--- config.mk ---
export PLATFORM = sky130hd
export DESIGN_NAME = rs_fix_mapper
export DESIGN_NICKNAME = d
export VERILOG_FILES = /design/src/rtl/rsm_pkg.sv /design/src/rtl/rsm_syn_unpack.sv /design/src/rtl/rsm_locate.sv /design/src/rtl/rsm_rmw_seq.sv /design/src/rtl/rs_fix_mapper.sv
export SDC_FILE = /design/constraint.sdc
export NUM_CORES = 1
export LEC_CHECK = 0
export BUFFER_PORTS_ARGS = -buffer_cell sky130_fd_sc_hd__buf_4
export CORE_AREA = 2 2 110 112
export DETAILED_ROUTE_END_ITERATION = 6
export DIE_AREA = 0 0 112 114
export PLACE_DENSITY = 0.85
export SLEW_MARGIN = 20
export SYNTH_ARGS = -nofsm -noshare
export SYNTH_HDL_FRONTEND = slang
export SYNTH_SLANG_ARGS = --single-unit
--- constraint.sdc ---
create_clock -name clk -period 3.1 [get_ports clk]
set_input_delay 0.31 -clock clk [delete_from_list [all_inputs] [get_ports clk]]
set_output_delay 0.31 -clock clk [all_outputs]
set_load 0.01 [all_outputs]
--- src/rtl/rsm_pkg.sv ---
// Package: shared constants and the sequencer state type for the
// correction byte mapper. Assumes 12-bit symbols packed two per three bytes.
package rsm_pkg;
    localparam int SYM_W      = 12;
    localparam int BYTE_W     = 8;
    localparam int NIB_W      = 4;
    localparam int SYN_WORD_W = 32;
    localparam int SYN_HI_LSB = 16;

    typedef enum logic [2:0] {
        ST_IDLE,
        ST_RD0,
        ST_WR0,
        ST_RD1,
        ST_WR1
    } rsm_state_e;
endpackage

--- src/rtl/rsm_syn_unpack.sv ---
// Module: splits packed 32-bit syndrome words into 12-bit syndromes.
// Assumes two syndromes per word: the even one at bit 0, the odd one at bit 16.
module rsm_syn_unpack
    import rsm_pkg::*;
#(
    parameter int NUM_SYN = 8,
    localparam int NUM_WORDS = NUM_SYN / 2
) (
    input  logic [NUM_WORDS*SYN_WORD_W-1:0] words_i,
    output logic [NUM_SYN*SYM_W-1:0]        syn_o
);
    // One lane pair per syndrome word.
    for (genvar w = 0; w < NUM_WORDS; w++) begin : g_word
        logic [SYN_WORD_W-1:0] word;
        assign word = words_i[w*SYN_WORD_W +: SYN_WORD_W];
        assign syn_o[(2*w)*SYM_W   +: SYM_W] = word[0 +: SYM_W];
        assign syn_o[(2*w+1)*SYM_W +: SYM_W] = word[SYN_HI_LSB +: SYM_W];
    end
endmodule

--- src/rtl/rsm_locate.sv ---
// Module: turns a symbol position and pattern into byte addresses and XOR
// masks. Combinational. Assumes a contiguous buffer (data then spare), so the
// symbol crossing the data/spare boundary needs no special case.
module rsm_locate
    import rsm_pkg::*;
#(
    parameter int ADDR_W  = 12,
    parameter int MAX_POS = 1374,
    localparam int POS_W  = ADDR_W - 1
) (
    input  logic [POS_W-1:0]  pos_i,
    input  logic [SYM_W-1:0]  pat_i,
    output logic              bad_o,
    output logic              two_o,
    output logic [ADDR_W-1:0] addr0_o,
    output logic [BYTE_W-1:0] mask0_o,
    output logic [ADDR_W-1:0] addr1_o,
    output logic [BYTE_W-1:0] mask1_o
);
    logic [ADDR_W:0]   trip;
    logic [ADDR_W-1:0] half;
    logic              pos_zero;
    logic              pos_odd;
    logic              out_of_range;

    // Byte offset of the symbol: floor(3p/2).
    always_comb begin
        trip         = {1'b0, pos_i, 1'b0} + {2'b00, pos_i};
        half         = trip[ADDR_W:1];
        pos_zero     = (pos_i == '0);
        pos_odd      = pos_i[0];
        out_of_range = (pos_i > POS_W'(MAX_POS));
    end

    // Choose the update pair for the three symbol alignments.
    always_comb begin
        bad_o   = out_of_range;
        two_o   = 1'b1;
        addr0_o = half;
        addr1_o = half + ADDR_W'(1);
        mask0_o = pat_i[SYM_W-1 -: BYTE_W];
        mask1_o = {pat_i[NIB_W-1:0], {NIB_W{1'b0}}};
        if (pos_zero) begin
            bad_o   = |pat_i[SYM_W-1:BYTE_W];
            two_o   = 1'b0;
            addr0_o = '0;
            mask0_o = pat_i[BYTE_W-1:0];
            addr1_o = '0;
            mask1_o = '0;
        end else if (!pos_odd) begin
            addr0_o = half - ADDR_W'(1);
            addr1_o = half;
            mask0_o = {{NIB_W{1'b0}}, pat_i[SYM_W-1:BYTE_W]};
            mask1_o = pat_i[BYTE_W-1:0];
        end
    end
endmodule

--- src/rtl/rsm_rmw_seq.sv ---
// Module: accepts one correction at a time and runs one or two
// read-modify-write byte updates. Keeps the per-page count and the
// uncorrectable flag. Assumes the buffer returns read data one cycle after
// the read strobe.
module rsm_rmw_seq
    import rsm_pkg::*;
#(
    parameter int ADDR_W   = 12,
    parameter int MAX_CORR = 4,
    localparam int CNT_W   = $clog2(MAX_CORR + 1)
) (
    input  logic              clk,
    input  logic              rst_n,
    input  logic              start_i,
    input  logic              valid_i,
    output logic              ready_o,
    input  logic              bad_i,
    input  logic              two_i,
    input  logic [ADDR_W-1:0] addr0_i,
    input  logic [BYTE_W-1:0] mask0_i,
    input  logic [ADDR_W-1:0] addr1_i,
    input  logic [BYTE_W-1:0] mask1_i,
    output logic              rd_en_o,
    output logic              wr_en_o,
    output logic [ADDR_W-1:0] addr_o,
    output logic [BYTE_W-1:0] wdata_o,
    input  logic [BYTE_W-1:0] rdata_i,
    output logic [CNT_W-1:0]  count_o,
    output logic              uncorr_o
);
    rsm_state_e        state_q;
    logic              two_q;
    logic [ADDR_W-1:0] addr0_q, addr1_q;
    logic [BYTE_W-1:0] mask0_q, mask1_q;
    logic [CNT_W-1:0]  count_q;
    logic              uncorr_q;
    logic [CNT_W-1:0]  base_cnt;
    logic              base_unc;
    logic              accept;

    // Page state as seen by an entry in this cycle (start clears first).
    always_comb begin
        base_cnt = start_i ? '0 : count_q;
        base_unc = start_i ? 1'b0 : uncorr_q;
        accept   = valid_i && (state_q == ST_IDLE);
    end

    // Sequencer, captured update plan and page bookkeeping.
    always_ff @(posedge clk) begin
        if (!rst_n) begin
            state_q  <= ST_IDLE;
            two_q    <= 1'b0;
            addr0_q  <= '0;
            addr1_q  <= '0;
            mask0_q  <= '0;
            mask1_q  <= '0;
            count_q  <= '0;
            uncorr_q <= 1'b0;
        end else begin
            case (state_q)
                ST_IDLE: begin
                    count_q  <= base_cnt;
                    uncorr_q <= base_unc;
                    if (accept && !base_unc) begin
                        if (bad_i || base_cnt == CNT_W'(MAX_CORR)) begin
                            uncorr_q <= 1'b1;
                        end else begin
                            count_q <= base_cnt + CNT_W'(1);
                            two_q   <= two_i;
                            addr0_q <= addr0_i;
                            addr1_q <= addr1_i;
                            mask0_q <= mask0_i;
                            mask1_q <= mask1_i;
                            state_q <= ST_RD0;
                        end
                    end
                end
                ST_RD0:  state_q <= ST_WR0;
                ST_WR0:  state_q <= two_q ? ST_RD1 : ST_IDLE;
                ST_RD1:  state_q <= ST_WR1;
                ST_WR1:  state_q <= ST_IDLE;
                default: state_q <= ST_IDLE;
            endcase
        end
    end

    // Buffer strobes, address and merged write data per state.
    always_comb begin
        rd_en_o = (state_q == ST_RD0) || (state_q == ST_RD1);
        wr_en_o = (state_q == ST_WR0) || (state_q == ST_WR1);
        if (state_q == ST_RD1 || state_q == ST_WR1) begin
            addr_o  = addr1_q;
            wdata_o = rdata_i ^ mask1_q;
        end else begin
            addr_o  = addr0_q;
            wdata_o = rdata_i ^ mask0_q;
        end
    end

    // Handshake and status outputs.
    always_comb begin
        ready_o  = (state_q == ST_IDLE);
        count_o  = count_q;
        uncorr_o = uncorr_q;
    end
endmodule

--- src/rtl/rs_fix_mapper.sv ---
// Module: top of the correction byte mapper. Maps (position, pattern) pairs
// onto a byte buffer through read-modify-write updates, and unpacks the
// syndrome words. Assumes positions are counted from symbol 0 at byte 0.
module rs_fix_mapper
    import rsm_pkg::*;
#(
    parameter int BUF_BYTES = 2112,
    parameter int MAX_POS   = 1374,
    parameter int MAX_CORR  = 4,
    parameter int NUM_SYN   = 8,
    localparam int ADDR_W    = $clog2(BUF_BYTES),
    localparam int POS_W     = ADDR_W - 1,
    localparam int CNT_W     = $clog2(MAX_CORR + 1),
    localparam int NUM_WORDS = NUM_SYN / 2
) (
    input  logic                          clk,
    input  logic                          rst_n,
    input  logic                          start_i,
    input  logic                          err_valid_i,
    input  logic [POS_W-1:0]              err_pos_i,
    input  logic [SYM_W-1:0]              err_pat_i,
    output logic                          err_ready_o,
    output logic                          buf_rd_en_o,
    output logic                          buf_wr_en_o,
    output logic [ADDR_W-1:0]             buf_addr_o,
    output logic [BYTE_W-1:0]             buf_wdata_o,
    input  logic [BYTE_W-1:0]             buf_rdata_i,
    output logic [CNT_W-1:0]              corr_count_o,
    output logic                          uncorr_o,
    input  logic [NUM_WORDS*SYN_WORD_W-1:0] syn_regs_i,
    output logic [NUM_SYN*SYM_W-1:0]      syn_o
);
    logic              loc_bad, loc_two;
    logic [ADDR_W-1:0] loc_a0, loc_a1;
    logic [BYTE_W-1:0] loc_m0, loc_m1;

    rsm_syn_unpack #(.NUM_SYN(NUM_SYN)) u_syn (
        .words_i (syn_regs_i),
        .syn_o   (syn_o)
    );

    rsm_locate #(.ADDR_W(ADDR_W), .MAX_POS(MAX_POS)) u_loc (
        .pos_i   (err_pos_i),
        .pat_i   (err_pat_i),
        .bad_o   (loc_bad),
        .two_o   (loc_two),
        .addr0_o (loc_a0),
        .mask0_o (loc_m0),
        .addr1_o (loc_a1),
        .mask1_o (loc_m1)
    );

    rsm_rmw_seq #(.ADDR_W(ADDR_W), .MAX_CORR(MAX_CORR)) u_seq (
        .clk      (clk),
        .rst_n    (rst_n),
        .start_i  (start_i),
        .valid_i  (err_valid_i),
        .ready_o  (err_ready_o),
        .bad_i    (loc_bad),
        .two_i    (loc_two),
        .addr0_i  (loc_a0),
        .mask0_i  (loc_m0),
        .addr1_i  (loc_a1),
        .mask1_i  (loc_m1),
        .rd_en_o  (buf_rd_en_o),
        .wr_en_o  (buf_wr_en_o),
        .addr_o   (buf_addr_o),
        .wdata_o  (buf_wdata_o),
        .rdata_i  (buf_rdata_i),
        .count_o  (corr_count_o),
        .uncorr_o (uncorr_o)
    );
endmodule

==> results of run 1 <==
cell usage after synthesis, types with 3 or more instances:
| library cell | instances |
|---|---|
| sky130_fd_sc_hd__nand2b_1 | 4 |
| sky130_fd_sc_hd__a311oi_1 | 4 |
| sky130_fd_sc_hd__a22oi_1 | 6 |
| sky130_fd_sc_hd__mux2i_1 | 18 |
| sky130_fd_sc_hd__dfxtp_1 | 48 |
| sky130_fd_sc_hd__a31oi_1 | 3 |
| sky130_fd_sc_hd__nor2_1 | 55 |
| sky130_fd_sc_hd__and3_1 | 5 |
| sky130_fd_sc_hd__nor3_2 | 3 |
| sky130_fd_sc_hd__o21ai_0 | 4 |
| sky130_fd_sc_hd__nor2b_1 | 4 |
| sky130_fd_sc_hd__nor3_1 | 12 |
| sky130_fd_sc_hd__nand4_1 | 5 |
| sky130_fd_sc_hd__buf_4 | 97 |
| sky130_fd_sc_hd__clkbuf_1 | 17 |
| sky130_fd_sc_hd__a21o_1 | 4 |
| sky130_fd_sc_hd__a211oi_1 | 8 |
| sky130_fd_sc_hd__mux2_2 | 13 |
| sky130_fd_sc_hd__a21oi_1 | 35 |
| sky130_fd_sc_hd__o211ai_1 | 3 |
| sky130_fd_sc_hd__o21ai_1 | 5 |
| sky130_fd_sc_hd__nand3_1 | 32 |
| sky130_fd_sc_hd__nand2_1 | 36 |
| sky130_fd_sc_hd__ha_1 | 28 |
| sky130_fd_sc_hd__inv_1 | 20 |
| sky130_fd_sc_hd__xor2_1 | 8 |
| sky130_fd_sc_hd__xnor2_1 | 21 |
worst reg2reg max path: cells and delay by family (launching register included):
kind             cells  cell delay (ps)
flip-flops           1              370
AND/OR/NAND/NOR      6             1620
AO/OA/AOI/OAI        1              180
final cells by class:
type	instances	area, um2
tap	147	184
multi-input combinational	355	2490
fill	1213	7340
inverter	21	78.8
clock buffer	6	129
sequential	48	961
clock inverter	1	5.00
timing repair buffer	70	526
report_power, final:
group          switching (mW)  internal, mW  total, mW
registers              0.0275         0.668      0.695
logic                   0.339         0.265      0.604
clock network           0.213         0.293      0.506
flip-flops by register name, indices dropped and copies added (netlist names):
register,count
u_seq.two_q,1
u_seq.mask1_q,8
u_seq.mask0_q,8
u_seq.state_q,3
u_seq.addr1_q,12
u_seq.uncorr_o,1
u_seq.count_o,3
u_seq.addr0_q,12
per-stage QoR:
stage | hold WS [ps] | worst slack, ps | utilization
final | 311 | 531 | 0.373
after floorplan | 428 | 408 | -
after global placement | 436 | 280 | 0.362
after CTS | 307 | 505 | 0.373
after detailed placement | 443 | 196 | 0.362
after global routing | 326 | 284 | 0.373
cell families after synthesis:
kind of cell | after synthesis | synth area share
AOI/OAI and AO/OA | 94 | 0.153
xor gates and xnor gates | 30 | 0.0622
adders and majority gates | 29 | 0.0853
buffers and inverters | 140 | 0.207
DFF | 48 | 0.221
muxes | 31 | 0.0752
and+or+nand+nor | 171 | 0.196
routing by layer:
| metal | GRT usage | wire (um) | vias to the layer above |
|---|---|---|---|
| met5 | 0 | 0 | - |
| met4 | 0.0642 | 265 | 0 |
| met3 | 0.0324 | 747 | 25 |
| met2 | 0.232 | 4100 | 128 |
| met1 | 0.175 | 3960 | 1562 |
| li1 | - | - | 1704 |
path summary, 6_finish.rpt:
kind / from / to / slack [ps] / depth (start not counted)
worst min register to register: u_seq.mask1_q[0] / u_seq.mask1_q[0] / 450 / 2
worst min-delay path: err_pat_i[2] / u_seq.mask1_q[2] / 310 / 3
worst max register to register: u_seq.state_q[0] / u_seq.addr0_q[10] / 870 / 7
worst max-delay path: err_pos_i[1] / u_seq.addr0_q[11] / 530 / 10
==> out/qor.yml, run 1 <==
synthesis:
  ys.flop_type: "sky130_fd_sc_hd__dfxtp_1"
  synthTopCellsByArea: "sky130_fd_sc_hd__dfxtp_1 (22%), sky130_fd_sc_hd__buf_4 (17%), sky130_fd_sc_hd__ha_1 (8.1%), sky130_fd_sc_hd__nor2_1 (4.8%), sky130_fd_sc_hd__xnor2_1 (4.2%)"
  yosysTopAreaCell: "sky130_fd_sc_hd__dfxtp_1"
  ys_warn_count: 0
  synth_enable_flop_cells: 0
  synth.avg_cell_area_um2: 8.00
  synth_sequential_area_ratio: 0.221
  synthDominantCellAreaShare: 0.221
  synth.net_count: 735
  synth_cells: 543
  syn-cell-area_um2: 4340
  netlist-cell-type-count: 65
  synth_async_sr_flop_share: 0
  ffs_latches_synth: 48
timing:
  final.min_clock_period_ps: 2570
  setup_viol: 0
  skew_ps: 4.18
  slew_headroom: 0.531
  hold_viol_final: 0
  max_slew.worst_pin.slew_ps: 699
  timing.setup.tns_ps: 0
  highest_clock_rate_mhz: 389
  grt_setup_unrepaired: "no"
  slew_violations: 0
  min_period_over_period: 0.829
power:
  power.static_leakage_nw: 1.92
  power-per-cell-area_nw_per_um2: 413
  total_power_mw: 1.81
  peakVddDrop_mv: 0.301
setup_path:
  crit_path_end_kind: "flip-flop"
  setup.worst_path.class: "input pin to flip-flop"
  arrival_ps: 2730
  worstPathBufferInverterCount: 2
  crit_chain: "buf_4 > ha_1 > fa_1 > a21o_1 > a2111oi_2 > nor3b_2 > nor4_2 > inv_1 > o311ai_1 > nand3_1"
  critical_path.max_stage_delay_ps: 480
  setup.worst_path.start_class: "input pin"
  required_ps: 3260
  cp_slowest_cell: "sky130_fd_sc_hd__nor4_2"
  critical_path_peak_fanout: 6
  crit_family: "compound AO/OA/AOI/OAI gates"
floorplanning:
  die_w_um: 112
  floorplan.die_area_um2: 12800
  initial_utilization: 0.371
  boundaryPins: 286
  core-area_um2: 11700
  die_h_um: 114
  rows: 40
final_layout:
  nets: 693
  final_cell_mix: "sky130_fd_sc_hd__buf_4 (70), sky130_fd_sc_hd__nor2_1 (55), sky130_fd_sc_hd__dfxtp_1 (48)"
  antenna-diode-count: 0
  final_layout_size_suffix_gt1_frac: 0.216
  finalNonFillerCells: 648
  mostFrequentLayoutCell: "sky130_fd_sc_hd__buf_4"
  area_growth_synth_to_finish_pct: 0.605
  final_std_cell_area_no_fill_um2: 4370
global_route:
  grt_util_all_layers: 0.140
  grt_total_ovfl: 0
  grt_start_max_net_pins: 45
  via_count_of_the_first_global_routing_pass: 3265
  grt_first_pass_wirelength_mm: 15.1
  antenna_found_initial: 0
drt:
  post_route_antenna_net_violation_count: 0
  drt_pass_1_iters: 4
  routed_wire_length_per_instance_um: 14.0
  detail_route.wirelength_mm: 9.07
  vias: 3419
  detail_route.iter0.violations: 239
  post_drt_via_cell_ratio: 5.28
  drc_violation_count_after_routing: 0
clock_network:
  cts.sinks: 48
  clk_transition_reported_paths_ps: 60
  cts-resized-gates: 0
  cts_hold_repair.buffers: 0
  post_cts.repair.setup_buffers: 0
  cts-htree-levels: 2
  tritoncts.num_buffers: 5
  worst_skew_pair.late_latency_ps: 280
  clock_tree_from_tritoncts: "done"
  ctsRootBufferMaster: "sky130_fd_sc_hd__clkbuf_16"
  ctsLongestPathBuffers: 2
place:
  port-buffer-count: 61
  dpl.hpwl_mm: 6.95
  placed_cell_area_um2: 4240
  gp_routability_congestion: 0.854
  placed_cells: 641
outcome:
  status: "finished, final reports clean"
run:
  drv.max_cap_violation_count: 0
hold_path:
  hold_path_class: "input pin to flip-flop"
Power figures use the tool's default switching activity.
==> inputs of run 2 (changes only) <==
ABC_AREA = 1   (was default)
CORE_AREA = 2 2 112 114   (was 2 2 110 112)
DIE_AREA = 0 0 114 116   (was 0 0 112 114)
PLACE_DENSITY = 0.87   (was 0.85)
clock period = 2.1 ns   (was 3.1 ns; I/O delays follow)
==> run 2 against run 1 <==
Critical path depth increased by 5. Power increased by 83%. Clock-buffer cell count unchanged. Largest power group is now combinational logic. Synthesized area increased by 3.1%. Highest routed layer unchanged. Synthesized cell count increased by 22%. Clock power increased by 86%.
==> out/qor.yml, run 2 <==
outcome:
  status: "finished, final reports clean"
setup_path:
  worstPathBufferInverterCount: 2  # unchanged
  worst-r2r-setup-slack_ps: 230  # -640 ps
  setup.worst_path.class: "input pin to flip-flop"
  cp_slowest_cell: "sky130_fd_sc_hd__fa_2"
  required_ps: 2330  # -930 ps
  critical_path_peak_fanout: 3  # -3
  critical_path.max_stage_delay_ps: 450  # -30 ps
  crit_family: "simple AND/OR/NAND/NOR gates"
  crit_chain: "buf_4 > ha_4 > fa_2 > inv_2 > ha_4 > nand2_2 > nor2_1 > nand3_1 > nor2_2 > nand4_1 > nor2_1 > nand2_1 > nand2_1 > nand2_1 > a21oi_2"
  arrival_ps: 2230  # -500 ps
  timing.critical_path.mode_cell: "sky130_fd_sc_hd__nand2_1"
  crit_path_end_kind: "flip-flop"
  setup.worst_path.start_class: "input pin"
timing:
  hold_viol_final: 0  # unchanged
  skew_ps: 7.58  # +3.39 ps
  max_slew.worst_pin.slew_ps: 515  # -184 ps
  timing.setup.tns_ps: 0  # unchanged
  highest_clock_rate_mhz: 499
  slew_violations: 0  # unchanged
  slew_headroom: 0.655  # +0.124
  setup_viol: 0  # unchanged
  min_period_over_period: 0.954
  grt_setup_unrepaired: "yes"
  final.min_clock_period_ps: 2000
drt:
  drt_pass_1_iters: 5  # +1
  wl_met3_um: 712  # -4.7%
  vias: 3949  # +16%
  detail_route.wirelength_mm: 9.98  # +9.9%
  maxUsedRoutingLayer: "met4"
  drc_violation_count_after_routing: 0  # unchanged
  post_drt_via_cell_ratio: 4.94  # -6.4%
  detail_route.iter0.violations: 261  # +9.2%
  routed_wire_length_per_instance_um: 12.5  # -11%
  route.met2.wl_mm: 4.79  # +17%
  met1_length_mm: 4.35  # +9.9%
  post_route_antenna_net_violation_count: 0  # unchanged
final_layout:
  final_std_cell_area_no_fill_um2: 4840  # +11%
  largestRegisters: "u_seq.addr0_q (12), u_seq.addr1_q (12)"
  final_layout_size_suffix_gt1_frac: 0.273  # +0.0570
  mostFrequentLayoutCell: "sky130_fd_sc_hd__nand2_1"
  final_cell_mix: "sky130_fd_sc_hd__nand2_1 (150), sky130_fd_sc_hd__buf_4 (93), sky130_fd_sc_hd__inv_1 (59)"
  area_growth_synth_to_finish_pct: 8.02
  nets: 844  # +22%
  antenna-diode-count: 0  # unchanged
  count_of_filler_cells_inserted_in_the_layout: 1226  # +1.1%
global_route:
  grt_util_all_layers: 0.151  # +0.0109
  via_count_of_the_first_global_routing_pass: 3702  # +13%
  grt_first_pass_wirelength_mm: 16.6  # +9.8%
  grt_start_max_net_pins: 39  # -13%
  grt_total_ovfl: 0  # unchanged
  antenna_found_initial: 0  # unchanged
synthesis:
  synth.net_count: 855  # +16%
  syn-cell-area_um2: 4480  # +3.1%
  synthTopCellsByArea: "sky130_fd_sc_hd__dfxtp_1 (21%), sky130_fd_sc_hd__buf_4 (16%), sky130_fd_sc_hd__nand2_1 (13%), sky130_fd_sc_hd__ha_1 (7.8%), sky130_fd_sc_hd__a21oi_1 (5.1%)"
  synth_async_sr_flop_share: 0  # unchanged
  synth_cells: 663  # +22%
  ys.flop_type: "sky130_fd_sc_hd__dfxtp_1"
  synth.avg_cell_area_um2: 6.75  # -16%
  yosysTopAreaCell: "sky130_fd_sc_hd__dfxtp_1"
  netlist-cell-type-count: 38  # -42%
  yosysMostFrequentCell: "sky130_fd_sc_hd__nand2_1"
  synth_enable_flop_cells: 0  # unchanged
  synthDominantCellAreaShare: 0.215  # -0.00655
  ffs_latches_synth: 48  # unchanged
  yosys-top-cells-count: "sky130_fd_sc_hd__nand2_1 (152), sky130_fd_sc_hd__buf_4 (96), sky130_fd_sc_hd__inv_1 (61)"
  synth_sequential_area_ratio: 0.215  # -0.00655
  ys_warn_count: 0  # unchanged
floorplanning:
  boundaryPins: 286  # unchanged
  rows: 40  # unchanged
  floorplan.die_area_um2: 13200  # +3.6%
  core-area_um2: 11900  # +1.7%
  die_w_um: 114  # +1.8%
  initial_utilization: 0.376  # +0.00490
  die_h_um: 116  # +1.8%
clock_network:
  cts.sinks: 48  # unchanged
  cts-htree-levels: 2  # unchanged
  tritoncts.num_buffers: 5  # unchanged
  worst_skew_pair.late_latency_ps: 290  # about the same
  clk_transition_reported_paths_ps: 70  # about the same
  ctsRootBufferMaster: "sky130_fd_sc_hd__clkbuf_16"
  clock_tree_from_tritoncts: "done"
  ctsLongestPathBuffers: 2  # unchanged
power:
  sw_frac_of_total: 0.345  # +0.0238
  power.static_leakage_nw: 2.28  # +18%
  total_power_mw: 3.31  # +83%
  power.clock.fraction: 0.285  # +0.005
  cell_internal_power_mw: 2.17  # +77%
  pwr-share-seq: 0.326  # -0.059
  power.switching_mw: 1.14  # +97%
  peakVddDrop_mv: 0.347  # +15%
  combPwrFrac: 0.389  # +0.054
  power-per-cell-area_nw_per_um2: 685  # +66%
run:
  drv.max_cap_violation_count: 0  # unchanged
hold_path:
  hold_path_class: "input pin to flip-flop"
place:
  port-buffer-count: 61  # unchanged
  dpl.hpwl_mm: 7.84  # +13%
  placed_cell_area_um2: 4590  # +8.3%
  gp_routability_congestion: 0.866  # +1.5%
-- run 2: stage by stage --
step           hold WS, ps   util  setup slack, ps  std cells
6_report               198  0.406             97.4        800
5_1_grt                210  0.406            -68.0        800
4_1_cts                200  0.400             33.8        798
3_5_place_dp           420  0.385             -237        790
3_3_place_gp           420  0.385             -198        790
2_1_floorplan          348      -             31.9        663
-- run 2: area by class of cell --
type | instances | area [um2] | area share
Multi-Input combinational cell | 428 | 2490 | 0.516
Sequential cell | 48 | 961 | 0.199
Timing Repair Buffer | 96 | 741 | 0.153
Inverter | 73 | 278 | 0.0574
Tap cell | 147 | 184 | 0.0380
Clock buffer | 6 | 139 | 0.0287
Clock inverter | 2 | 38.8 | 0.00802
-- run 2: logic make-up after synthesis --
kind of cell	count (synthesis)	synth area share
adders and majority gates	29	0.0827
muxes	11	0.0277
and+or+nand+nor	269	0.277
buffers and inverters	187	0.243
xor gates and xnor gates	14	0.0274
DFF	48	0.215
AOI/OAI and AO/OA	105	0.127
-- run 2: what timing repair did --
item                                    CTS  global route
resized for setup                         0            14
hold buffers                              0             0
endpoints found under the setup margin    0            28
setup buffers                             0             2
-- run 2: worst register-to-register path, stage by stage (launching register included) --
cell and delay, ps:
sky130_fd_sc_hd__dfxtp_1 320, sky130_fd_sc_hd__inv_1 50, sky130_fd_sc_hd__nor2_1 130, sky130_fd_sc_hd__inv_1 70, sky130_fd_sc_hd__ha_1 190, sky130_fd_sc_hd__nand3_1 80
sky130_fd_sc_hd__o21ai_1 60, sky130_fd_sc_hd__inv_1 110, sky130_fd_sc_hd__nand3b_4 100, sky130_fd_sc_hd__clkinv_2 90, sky130_fd_sc_hd__nand2_4 60, sky130_fd_sc_hd__inv_4 220
sky130_fd_sc_hd__o21ai_0 160, sky130_fd_sc_hd__a21oi_1 150
-- run 2: path summary, 6_finish.rpt --
check	start	endpoint	cells after the start
setup / recovery	err_pos_i[0]	u_seq.addr0_q[10]	15
hold / removal	err_valid_i	u_seq.uncorr_o	3
setup reg to reg	u_seq.count_o[1]	u_seq.addr0_q[2]	13
hold reg to reg	u_seq.mask0_q[0]	u_seq.mask0_q[0]	2
-- run 2: per-layer routing --
| metal | GRT usage | up-vias |
|---|---|---|
| met5 | 0 | - |
| met4 | 0.0455 | 0 |
| met3 | 0.0397 | 16 |
| met2 | 0.265 | 136 |
| met1 | 0.182 | 1795 |
| li1 | - | 2002 |
-- run 2: power by group through the flow --
stage	clock network [mW]	logic (mW)	registers, mW
after CTS	0.963	1.27	1.08
after global routing	0.999	1.44	1.09
after detailed placement	0	1.26	1.10
final	0.942	1.29	1.08
after global placement	0	1.24	1.09
after floorplan	0	1.01	1.09
